==> config.mk <==
export PLATFORM = sky130hd
export DESIGN_NAME = cheat_patcher
export DESIGN_NICKNAME = d
export VERILOG_FILES = /design/src/rtl/cheat_pkg.sv /design/src/rtl/cheat_regfile.sv /design/src/rtl/cheat_switch_fsm.sv /design/src/rtl/cheat_patch_bank.sv /design/src/rtl/cheat_patcher.sv
export SDC_FILE = /design/constraint.sdc
export NUM_CORES = 1
export LEC_CHECK = 0
export ABC_CLOCK_PERIOD_IN_PS = 5700
export BUFFER_PORTS_ARGS = -buffer_cell sky130_fd_sc_hd__buf_2
export CORE_AREA = 4 4 165 167
export CTS_BUF_LIST = sky130_fd_sc_hd__clkbuf_4 sky130_fd_sc_hd__clkbuf_8
export CTS_CLUSTER_SIZE = 30
export DETAILED_ROUTE_END_ITERATION = 10
export DIE_AREA = 0 0 169 171
export GPL_ROUTABILITY_DRIVEN = 0
export PLACE_DENSITY = 0.81
export SLEW_MARGIN = 30
export SYNTH_ARGS = -nofsm -noshare
export SYNTH_HDL_FRONTEND = slang
export SYNTH_SLANG_ARGS = --single-unit
==> constraint.sdc <==
create_clock -name clk -period 5.7 [get_ports clk]
set_input_delay 0.57 -clock clk [delete_from_list [all_inputs] [get_ports clk]]
set_output_delay 0.57 -clock clk [all_outputs]
set_load 0.05 [all_outputs]
==> src/rtl/cheat_pkg.sv <==
package cheat_pkg;

    typedef enum logic [1:0] {
        ST_OFF     = 2'd0,
        ST_ON      = 2'd1,
        ST_TRAINER = 2'd2
    } sw_state_t;

    localparam int NUM_REGS  = 13;
    localparam int NUM_PATCH = 4;
    localparam int IDX_W     = 4;
    localparam int MODE_IDX  = 3;

    // register holding the replacement word of patch p
    function automatic int data_reg(input int p);
        case (p)
            0:       return 0;
            1:       return 4;
            2:       return 7;
            default: return 10;
        endcase
    endfunction

    // register holding the low address word of patch p (high part is the next one)
    function automatic int lo_reg(input int p);
        case (p)
            0:       return 1;
            1:       return 5;
            2:       return 8;
            default: return 11;
        endcase
    endfunction

endpackage

==> src/rtl/cheat_regfile.sv <==
module cheat_regfile
    import cheat_pkg::*;
#(
    parameter int DATA_W = 16
) (
    input  logic                               clk,
    input  logic                               rst_n,
    input  logic                               clr_i,
    input  logic                               wr_ok_i,
    input  logic [IDX_W-1:0]                   wr_idx_i,
    input  logic [DATA_W-1:0]                  wr_data_i,
    output logic [NUM_REGS-1:0][DATA_W-1:0]    view_o
);

    logic [NUM_REGS-1:0][DATA_W-1:0] regs_q;

    for (genvar r = 0; r < NUM_REGS; r++) begin : g_reg
        logic hit_w;
        assign hit_w = wr_ok_i && (wr_idx_i == IDX_W'(r));

        always_ff @(posedge clk or negedge rst_n) begin
            if (!rst_n)
                regs_q[r] <= '0;
            else if (clr_i)
                regs_q[r] <= '0;
            else if (hit_w)
                regs_q[r] <= wr_data_i;
        end

        // contents as they stand once the current write is applied
        assign view_o[r] = hit_w ? wr_data_i : regs_q[r];
    end

endmodule

==> src/rtl/cheat_switch_fsm.sv <==
module cheat_switch_fsm
    import cheat_pkg::*;
#(
    parameter bit HAS_TRAINER = 1'b1
) (
    input  logic       clk,
    input  logic       rst_n,
    input  logic [1:0] sw_pos_i,
    input  logic       relatch_req_i,
    output sw_state_t  state_o,
    output logic       latch_o
);

    sw_state_t state_q, state_d;

    always_comb begin
        state_d = state_q;
        unique case (sw_pos_i)
            2'd0:    state_d = ST_OFF;
            2'd1:    state_d = ST_ON;
            2'd2:    state_d = HAS_TRAINER ? ST_TRAINER : ST_OFF;
            default: state_d = state_q;
        endcase
    end

    always_ff @(posedge clk or negedge rst_n) begin
        if (!rst_n)
            state_q <= ST_OFF;
        else
            state_q <= state_d;
    end

    always_comb begin
        latch_o = 1'b0;
        unique case (state_q)
            ST_ON:      latch_o = (state_d == ST_ON) && relatch_req_i;
            ST_OFF,
            ST_TRAINER: latch_o = (state_d == ST_ON);
            default:    latch_o = 1'b0;
        endcase
    end

    assign state_o = state_q;

endmodule

==> src/rtl/cheat_patch_bank.sv <==
module cheat_patch_bank
    import cheat_pkg::*;
#(
    parameter int DATA_W = 16,
    parameter int ADDR_W = 22
) (
    input  logic                            clk,
    input  logic                            rst_n,
    input  logic                            clr_i,
    input  logic                            latch_i,
    input  logic [NUM_REGS-1:0][DATA_W-1:0] view_i,
    input  logic                            active_i,
    input  logic [ADDR_W-1:0]               rd_word_addr_i,
    output logic                            hit_o,
    output logic [DATA_W-1:0]               hit_data_o
);

    localparam int HI_BITS = ADDR_W - DATA_W;
    localparam int HI_LSB  = 8;

    logic [NUM_PATCH-1:0][ADDR_W-1:0] lat_addr_q;
    logic [NUM_PATCH-1:0][DATA_W-1:0] lat_data_q;
    logic [NUM_PATCH-1:0]             match_w;

    for (genvar p = 0; p < NUM_PATCH; p++) begin : g_patch
        localparam int DR = data_reg(p);
        localparam int LR = lo_reg(p);
        localparam int HR = LR + 1;

        logic [ADDR_W-1:0] dec_addr_w;
        assign dec_addr_w = {view_i[HR][HI_LSB+HI_BITS-1:HI_LSB], view_i[LR]};

        always_ff @(posedge clk or negedge rst_n) begin
            if (!rst_n) begin
                lat_addr_q[p] <= '0;
                lat_data_q[p] <= '0;
            end else if (clr_i) begin
                lat_addr_q[p] <= '0;
                lat_data_q[p] <= '0;
            end else if (latch_i) begin
                lat_addr_q[p] <= dec_addr_w;
                lat_data_q[p] <= view_i[DR];
            end
        end

        assign match_w[p] = active_i && (lat_addr_q[p] == rd_word_addr_i);
    end

    // lowest index has priority: scan from the top down
    always_comb begin
        hit_data_o = '0;
        for (int p = NUM_PATCH - 1; p >= 0; p--) begin
            if (match_w[p])
                hit_data_o = lat_data_q[p];
        end
    end

    assign hit_o = |match_w;

endmodule

==> src/rtl/cheat_patcher.sv <==
module cheat_patcher
    import cheat_pkg::*;
#(
    parameter bit HAS_TRAINER = 1'b1,
    parameter int DATA_W      = 16,
    parameter int ADDR_W      = 22,
    parameter int LOW_AW      = 15
) (
    input  logic              clk,
    input  logic              rst_n,
    input  logic              soft_rst_i,
    input  logic [1:0]        sw_pos_i,
    input  logic              reg_wr_en_i,
    input  logic [15:0]       reg_wr_addr_i,
    input  logic [DATA_W-1:0] reg_wr_data_i,
    input  logic [ADDR_W-1:0] rd_word_addr_i,
    input  logic [DATA_W-1:0] cart_data_i,
    input  logic [DATA_W-1:0] boot_data_i,
    output logic [DATA_W-1:0] rd_data_o,
    output logic              patch_hit_o,
    output logic              cart_map_o
);

    localparam logic [14:0] LAST_IDX = 15'(NUM_REGS - 1);

    logic [14:0]                     wr_idx_full;
    logic                            unused_lsb;
    logic                            wr_ok;
    logic                            mode_hit;
    logic                            soft_clr;
    logic                            latch_en;
    logic                            hit_w;
    logic [DATA_W-1:0]               hit_data_w;
    logic                            low_region;
    logic                            cart_map_q;
    sw_state_t                       sw_state;
    logic [NUM_REGS-1:0][DATA_W-1:0] view;

    assign wr_idx_full = reg_wr_addr_i[15:1];
    assign unused_lsb  = reg_wr_addr_i[0];
    assign wr_ok       = reg_wr_en_i && (wr_idx_full <= LAST_IDX);
    assign soft_clr    = soft_rst_i && (sw_state == ST_TRAINER);

    cheat_regfile #(.DATA_W(DATA_W)) u_regs (
        .clk       (clk),
        .rst_n     (rst_n),
        .clr_i     (soft_clr),
        .wr_ok_i   (wr_ok),
        .wr_idx_i  (wr_idx_full[IDX_W-1:0]),
        .wr_data_i (reg_wr_data_i),
        .view_o    (view)
    );

    assign mode_hit = wr_ok && (view[MODE_IDX] == {DATA_W{1'b1}});

    cheat_switch_fsm #(.HAS_TRAINER(HAS_TRAINER)) u_fsm (
        .clk           (clk),
        .rst_n         (rst_n),
        .sw_pos_i      (sw_pos_i),
        .relatch_req_i (mode_hit),
        .state_o       (sw_state),
        .latch_o       (latch_en)
    );

    cheat_patch_bank #(.DATA_W(DATA_W), .ADDR_W(ADDR_W)) u_bank (
        .clk            (clk),
        .rst_n          (rst_n),
        .clr_i          (soft_clr),
        .latch_i        (latch_en),
        .view_i         (view),
        .active_i       (sw_state == ST_ON),
        .rd_word_addr_i (rd_word_addr_i),
        .hit_o          (hit_w),
        .hit_data_o     (hit_data_w)
    );

    always_ff @(posedge clk or negedge rst_n) begin
        if (!rst_n)
            cart_map_q <= 1'b0;
        else if (soft_clr)
            cart_map_q <= 1'b0;
        else if (mode_hit)
            cart_map_q <= 1'b1;
    end

    assign low_region = (rd_word_addr_i[ADDR_W-1:LOW_AW] == '0);

    always_comb begin
        if (hit_w)
            rd_data_o = hit_data_w;
        else if (low_region && !cart_map_q)
            rd_data_o = boot_data_i;
        else
            rd_data_o = cart_data_i;
    end

    assign patch_hit_o = hit_w;
    assign cart_map_o  = cart_map_q;

endmodule

[Word level (Yosys, flattened, before mapping)]
Cells that the tools add are included.
Cells by class
  magnitude comparators: 1
  eq/ne operators: 22
  multiplexer cells: 52
  reduce and logical (&&, ||, !) cells: 31
Operators with widths (number)
  $mux 16: 32
  $mux 22: 8
  $mux 14: 8
  $eq 22x22->1: 4
  $logic_and 1x1->1: 22
  $eq 4x4->1 const B: 5
  $eq 16x16->1 const B: 1
  $eq 4x3->1 const B: 4
  $le 15x4->1 const B: 1
  $eq 4x2->1 const B: 2
  $logic_not 7->1: 1
  $eq 2x1->1 const B: 3
  $pmux 2 s3: 1
  $eq 2x2->1 const B: 2
  $eq 4x1->1 const B: 1
  $logic_not 2->1: 2
  $logic_not 4->1: 1
  $reduce_bool 2->1: 2
  $reduce_or 4->1: 1
  $mux 1: 2
  $pmux 1 s2: 1
  $reduce_or 2->1: 1
  $logic_not 1->1: 1
Word-level totals
  flip-flop bits (word level): 323
  input bits: 92
  output and inout port bits: 18
  word-level logic and storage cells: 129

[Longest topological paths before layout]
  depth in word-level cells: 10
  mapped depth: 10
  depth with buffers taken out: 6

[Hierarchy]
From an unflattened synthesis, not the netlist that was laid out.
Second synthesis, totals
  cell total of the unflattened synthesis: 1774
  area total of the unflattened synthesis: 19991.7 um^2
By module, submodules not included
  cheat_regfile: instances 1, cells an instance 972, area an instance 11737.5 um^2, seq. area each 5205.0 um^2
  cheat_patch_bank: instances 1, cells an instance 722, area an instance 7681.1 um^2, seq. area each 3803.6 um^2
  cheat_patcher: instances 1, cells an instance 72, area an instance 478.0 um^2, seq. area each 25.0 um^2
  cheat_switch_fsm: instances 1, cells an instance 8, area an instance 95.1 um^2, seq. area each 50.0 um^2

[Least setup slack after synthesis]
OpenSTA, ideal clock, no wires.
  path kind: input -> output
  from: in rd_word_addr_i[20]
  to: out rd_data_o[10]
  data arrival time: 3.137 ns
  required time: 5.130 ns
  slack: 1.993 ns
  stages: 8
  buffers on the path: 2
  cells stage by stage: clkbuf_1 xnor2_1 nand4_1 nor4_2 a2bb2o_1 or3_1 clkbuf_1 a31oi_1
Between the ends
  elaborated cells on any way between the ends: 17
  those cells by class: 4 x eq/ne; 6 x mux; 7 x reduce/logical
RTL lines
  start, declared: RTL line cheat_patcher.sv:16  | input logic [ADDR_W-1:0] rd_word_addr_i,
  $eq 22x22->1: RTL line cheat_patch_bank.sv:46  | assign match_w[p] = active_i && (lat_addr_q[p] == rd_word_addr_i);
  $logic_and 1x1->1: RTL line cheat_patch_bank.sv:46
  $reduce_or 4->1 (*): RTL line cheat_patch_bank.sv:58  | assign hit_o = |match_w;
  via patch_hit_o: RTL line cheat_patcher.sv:20  | output logic patch_hit_o,
  $mux 16 (*): RTL line cheat_patcher.sv:89  | if (hit_w)
  end, declared: RTL line cheat_patcher.sv:19  | output logic [DATA_W-1:0] rd_data_o,
The timed path passes the listed nets; every way through them passes the cells marked *.

[Worst setup path after layout]
  from: reg u_bank.lat_addr_q[46] (netlist name)
  to: out rd_data_o[1]
Between the ends
  cells in the longest elaborated chain, start to end: 6
  elaborated cells on any way between the ends: 7
  those cells by class: 1 x eq/ne; 4 x mux; 2 x reduce/logical
Ends and longest elaborated chain
  start, declared: RTL line cheat_patch_bank.sv:21  | logic [NUM_PATCH-1:0][ADDR_W-1:0] lat_addr_q;
  start signal, assigned by index: RTL line cheat_patch_bank.sv:41  | lat_addr_q[p] <= dec_addr_w;
  $eq 22x22->1 (*): RTL line cheat_patch_bank.sv:46
  $logic_and 1x1->1 (*): RTL line cheat_patch_bank.sv:46
  $mux 16 (3 in a row): RTL line cheat_patch_bank.sv:53  | if (match_w[p])
  $mux 16 (*): RTL line cheat_patcher.sv:89
Every way passes the cells marked *; elsewhere a longest branch is shown, timed or not.

==> run summary <==
Longest Clk Path Bufs: 3
DRT Pass-1 Iters: 5
crit path capture type: output pin
top-area cell type share of the netlist area: 0.526
Num CTS Buffers: 51
portion of netlist area occupied by mux cells: 0.247
vias per cell: 5.98
Post-synth EDFFs: 0
CTS clk-pin slew, worst paths: 0.06 ns
share of layout cells above drive strength 1: 0.295
first-pass GRT wire length: 58.7 mm
global route overflow: 0
Clock Sinks: 323
ys async rst share: 1.00
Post-synth top flop: dfrtp_1
io pins: 110
Rows: 59
Final Hold Fails: 0
adder-cell share of the synthesized area: 0
synthesized area: 15400 um^2
vias in the first global route: 10.5k
number of diodes: 0
Iter 0 DRT Violations: 913
CTS tree: yes
Final period util: 0.749
average wire per standard cell: 22.3 um
Worst-Skew Late Latency: 0.56 ns
drc violations: 0
via count of the routed design: 10.2k
fmax: 234 MHz
Synth Area in Simple Gates: 0.109
Worst setup SP type: flip-flop
Mean Syn Cell Area: 12.4 um^2
Worst-Margin Slew: 0.902 ns
Synth Net Count: 1327
Initial Utilization: 0.596
Post-Synth XOR/XNOR Area: 0.0502
pwr/cell area: 270 nW/um^2
top post-synthesis cells by area: dfrtp_1 53%, mux2i_1 11%, mux2_4 7.8%, mux2_2 5.8%, nor2_1 4.0%
post-route ant nets: 0
Register Area: 8080 um^2
Max-cap violations: 0
Final Skew: 0.0116 ns
HP Class: primary input to flip-flop
final worst path period need: 4.27 ns
Lkg Pwr: 0.00818 uW
Place WS: 1.78 ns
WP data arrival: 3.70 ns
HPWL after DPL: 23.7 mm
root buffer cell: clkbuf_8
Layout area overhead: 11.6%
Die Wd: 169 um
Yosys reg bits: 323
initial antenna violation count: 0
setup ws final: 1.43 ns
max_slew headroom: 0.398
area leader, netlist: dfrtp_1
critical path type: flip-flop to output pin
setup TNS: 0 ns
Fillers: 1809
Max Slew Vio Count: 0
status: finished clean
YS warnings: 0
share of the yosys chip area belonging to registers: 0.526
synth unique cells: 46
PortBufs: 108
Synth Instances: 1235
WP data required: 5.13 ns
die footprint: 28900 um^2
Max VDD drop: 0.159 mV
CTS HTree Levels: 2
largest net degree at the start of global routing: 144
Multi-input gate area: 6740 um^2
die span in y: 171 um
RSZ-0062 raised after global routing: false
largest family of logic cells by synthesized area: multiplexers
CP Max Fanout: 15
final setup violation count: 0
Final Power: 4630 uW
post-synthesis compound-gate area fraction: 0.0295
total length of routed wires: 38.1 mm
Total Routing Usage GR: 0.261
# resized after CTS: 0
Net count, final: 1425
Core Area: 25800 um^2
## layout by cell type (no fill, tap or decap), drive strengths merged
master       count
a2bb2o           1
nor3             8
a2111oi         10
o22a             1
nand2           45
a31o             1
and4             1
inv             13
nand3            3
xnor2           56
o311ai          10
clkbuf          78
or3              7
buf            134
a21oi           23
nor4b            1
xor2            32
mux2           162
and2             1
nand4           27
nor2b            2
and4bb           1
clkinv          10
a31oi           16
nand3b          16
mux2i          166
and3            16
nor4            27
dfrtp          323
nand2b           3
o21ai            7
nor2           166
dlygate4sd3      1
## synth_stat cells (2+ instances only)
cell type / n
inv_1: 13
nor2_1: 162
mux2i_1: 166
mux2_2: 79
buf_6: 7
a21oi_1: 23
xor2_1: 32
a31oi_1: 16
buf_4: 8
dfrtp_1: 323
clkbuf_1: 60
buf_2: 4
nor3_2: 2
nor4_2: 3
mux2_4: 80
o21ai_0: 7
buf_8: 8
and3_1: 16
nand2b_1: 3
nor3_1: 2
xnor2_1: 56
nand2_1: 45
nor3_4: 4
nand4_1: 26
a2111oi_0: 10
nor4_1: 21
mux2_1: 3
or3_1: 7
o311ai_1: 4
buf_1: 2
nand3_1: 2
nand3b_1: 16
o311ai_0: 6
nor2b_1: 2
nor4_4: 3
nor2_2: 4
## worst max-delay path: stages, from the launching register on
cell      delay, ns
dfrtp_1        0.40
xnor2_1        0.18
nand4_1        0.32
nor4_4         0.76
buf_4          0.28
a2bb2o_1       0.37
or3_1          0.40
a31oi_1        0.17
buf_2          0.25
## routing by layer
| layer | vias to the layer above | share of wire | GRT usage |
|---|---|---|---|
| met5 | - | 0 | 0 |
| met4 | 0 | 0.034 | 0.0980 |
| met3 | 98 | 0.066 | 0.0580 |
| met2 | 371 | 0.48 | 0.419 |
| met1 | 5208 | 0.42 | 0.352 |
| li1 | 4504 | - | - |
## registers in the layout (all words and copies together), names as in the netlist
name               cells
u_regs.regs_q        168
u_bank.lat_data_q     64
cart_map_o             1
u_bank.lat_addr_q     88
u_fsm.state_o          2
## cell type report
cell class	instances	area share
clock buffers	78	0.0579
well taps	335	0.0245
clock inverters	10	0.00292
inverters	13	0.00285
multi-input cells	809	0.393
repair buffers	135	0.0470
flip-flops and latches	323	0.472
## stage by stage
step           std cells  utilization  hold slack [ns]  instance area, um^2
6_report            1703        0.665            0.194                17100
5_1_grt             1703        0.665            0.179                17100
4_1_cts             1701        0.663            0.157                17100
3_5_place_dp        1613        0.623            0.486                16100
3_3_place_gp        1612        0.622            0.473                16000
2_1_floorplan       1235            -            0.274                15400
## worst paths after layout
path                       depth (start not counted)  slack, ns             startpoint                    end
setup reg to reg                                   7       2.69      u_regs.regs_q[48]   u_bank.lat_data_q[6]
hold reg to reg                                    1       0.50  u_bank.lat_data_q[27]  u_bank.lat_data_q[27]
min in group asynchronous                          2       0.49                  rst_n     u_regs.regs_q[186]
hold / removal                                     2       0.19            sw_pos_i[0]       u_fsm.state_o[1]
setup / recovery                                   8       1.43  u_bank.lat_addr_q[46]           rd_data_o[1]
max in group asynchronous                          3       4.09                  rst_n     u_regs.regs_q[175]
## where the power goes
group | leakage [uW] | switching (uW) | total [uW] | internal (uW)
Combinational | 0.00310 | 238 | 341 | 103
Sequential | 0.00451 | 1.33 | 2300 | 2290
Clock | 0.000566 | 885 | 1990 | 1100
Total | 0.00818 | 1120 | 4630 | 3500
## cells by family after synthesis
kind of cell,after synthesis
AO/OA/AOI/OAI,69
multiplexers,328
buffers and inverters,103
flip-flops,323
XOR/XNOR,88
AND/OR/NAND/NOR,324
## repair_timing
item                                    in CTS  in global routing
hold buffers                                 0                  1
setup buffers                                0                  0
endpoints found under the setup margin       0                  0
hold endpoints to repair                     0                 46
Note: power is estimated with default switching activity, not from simulation.
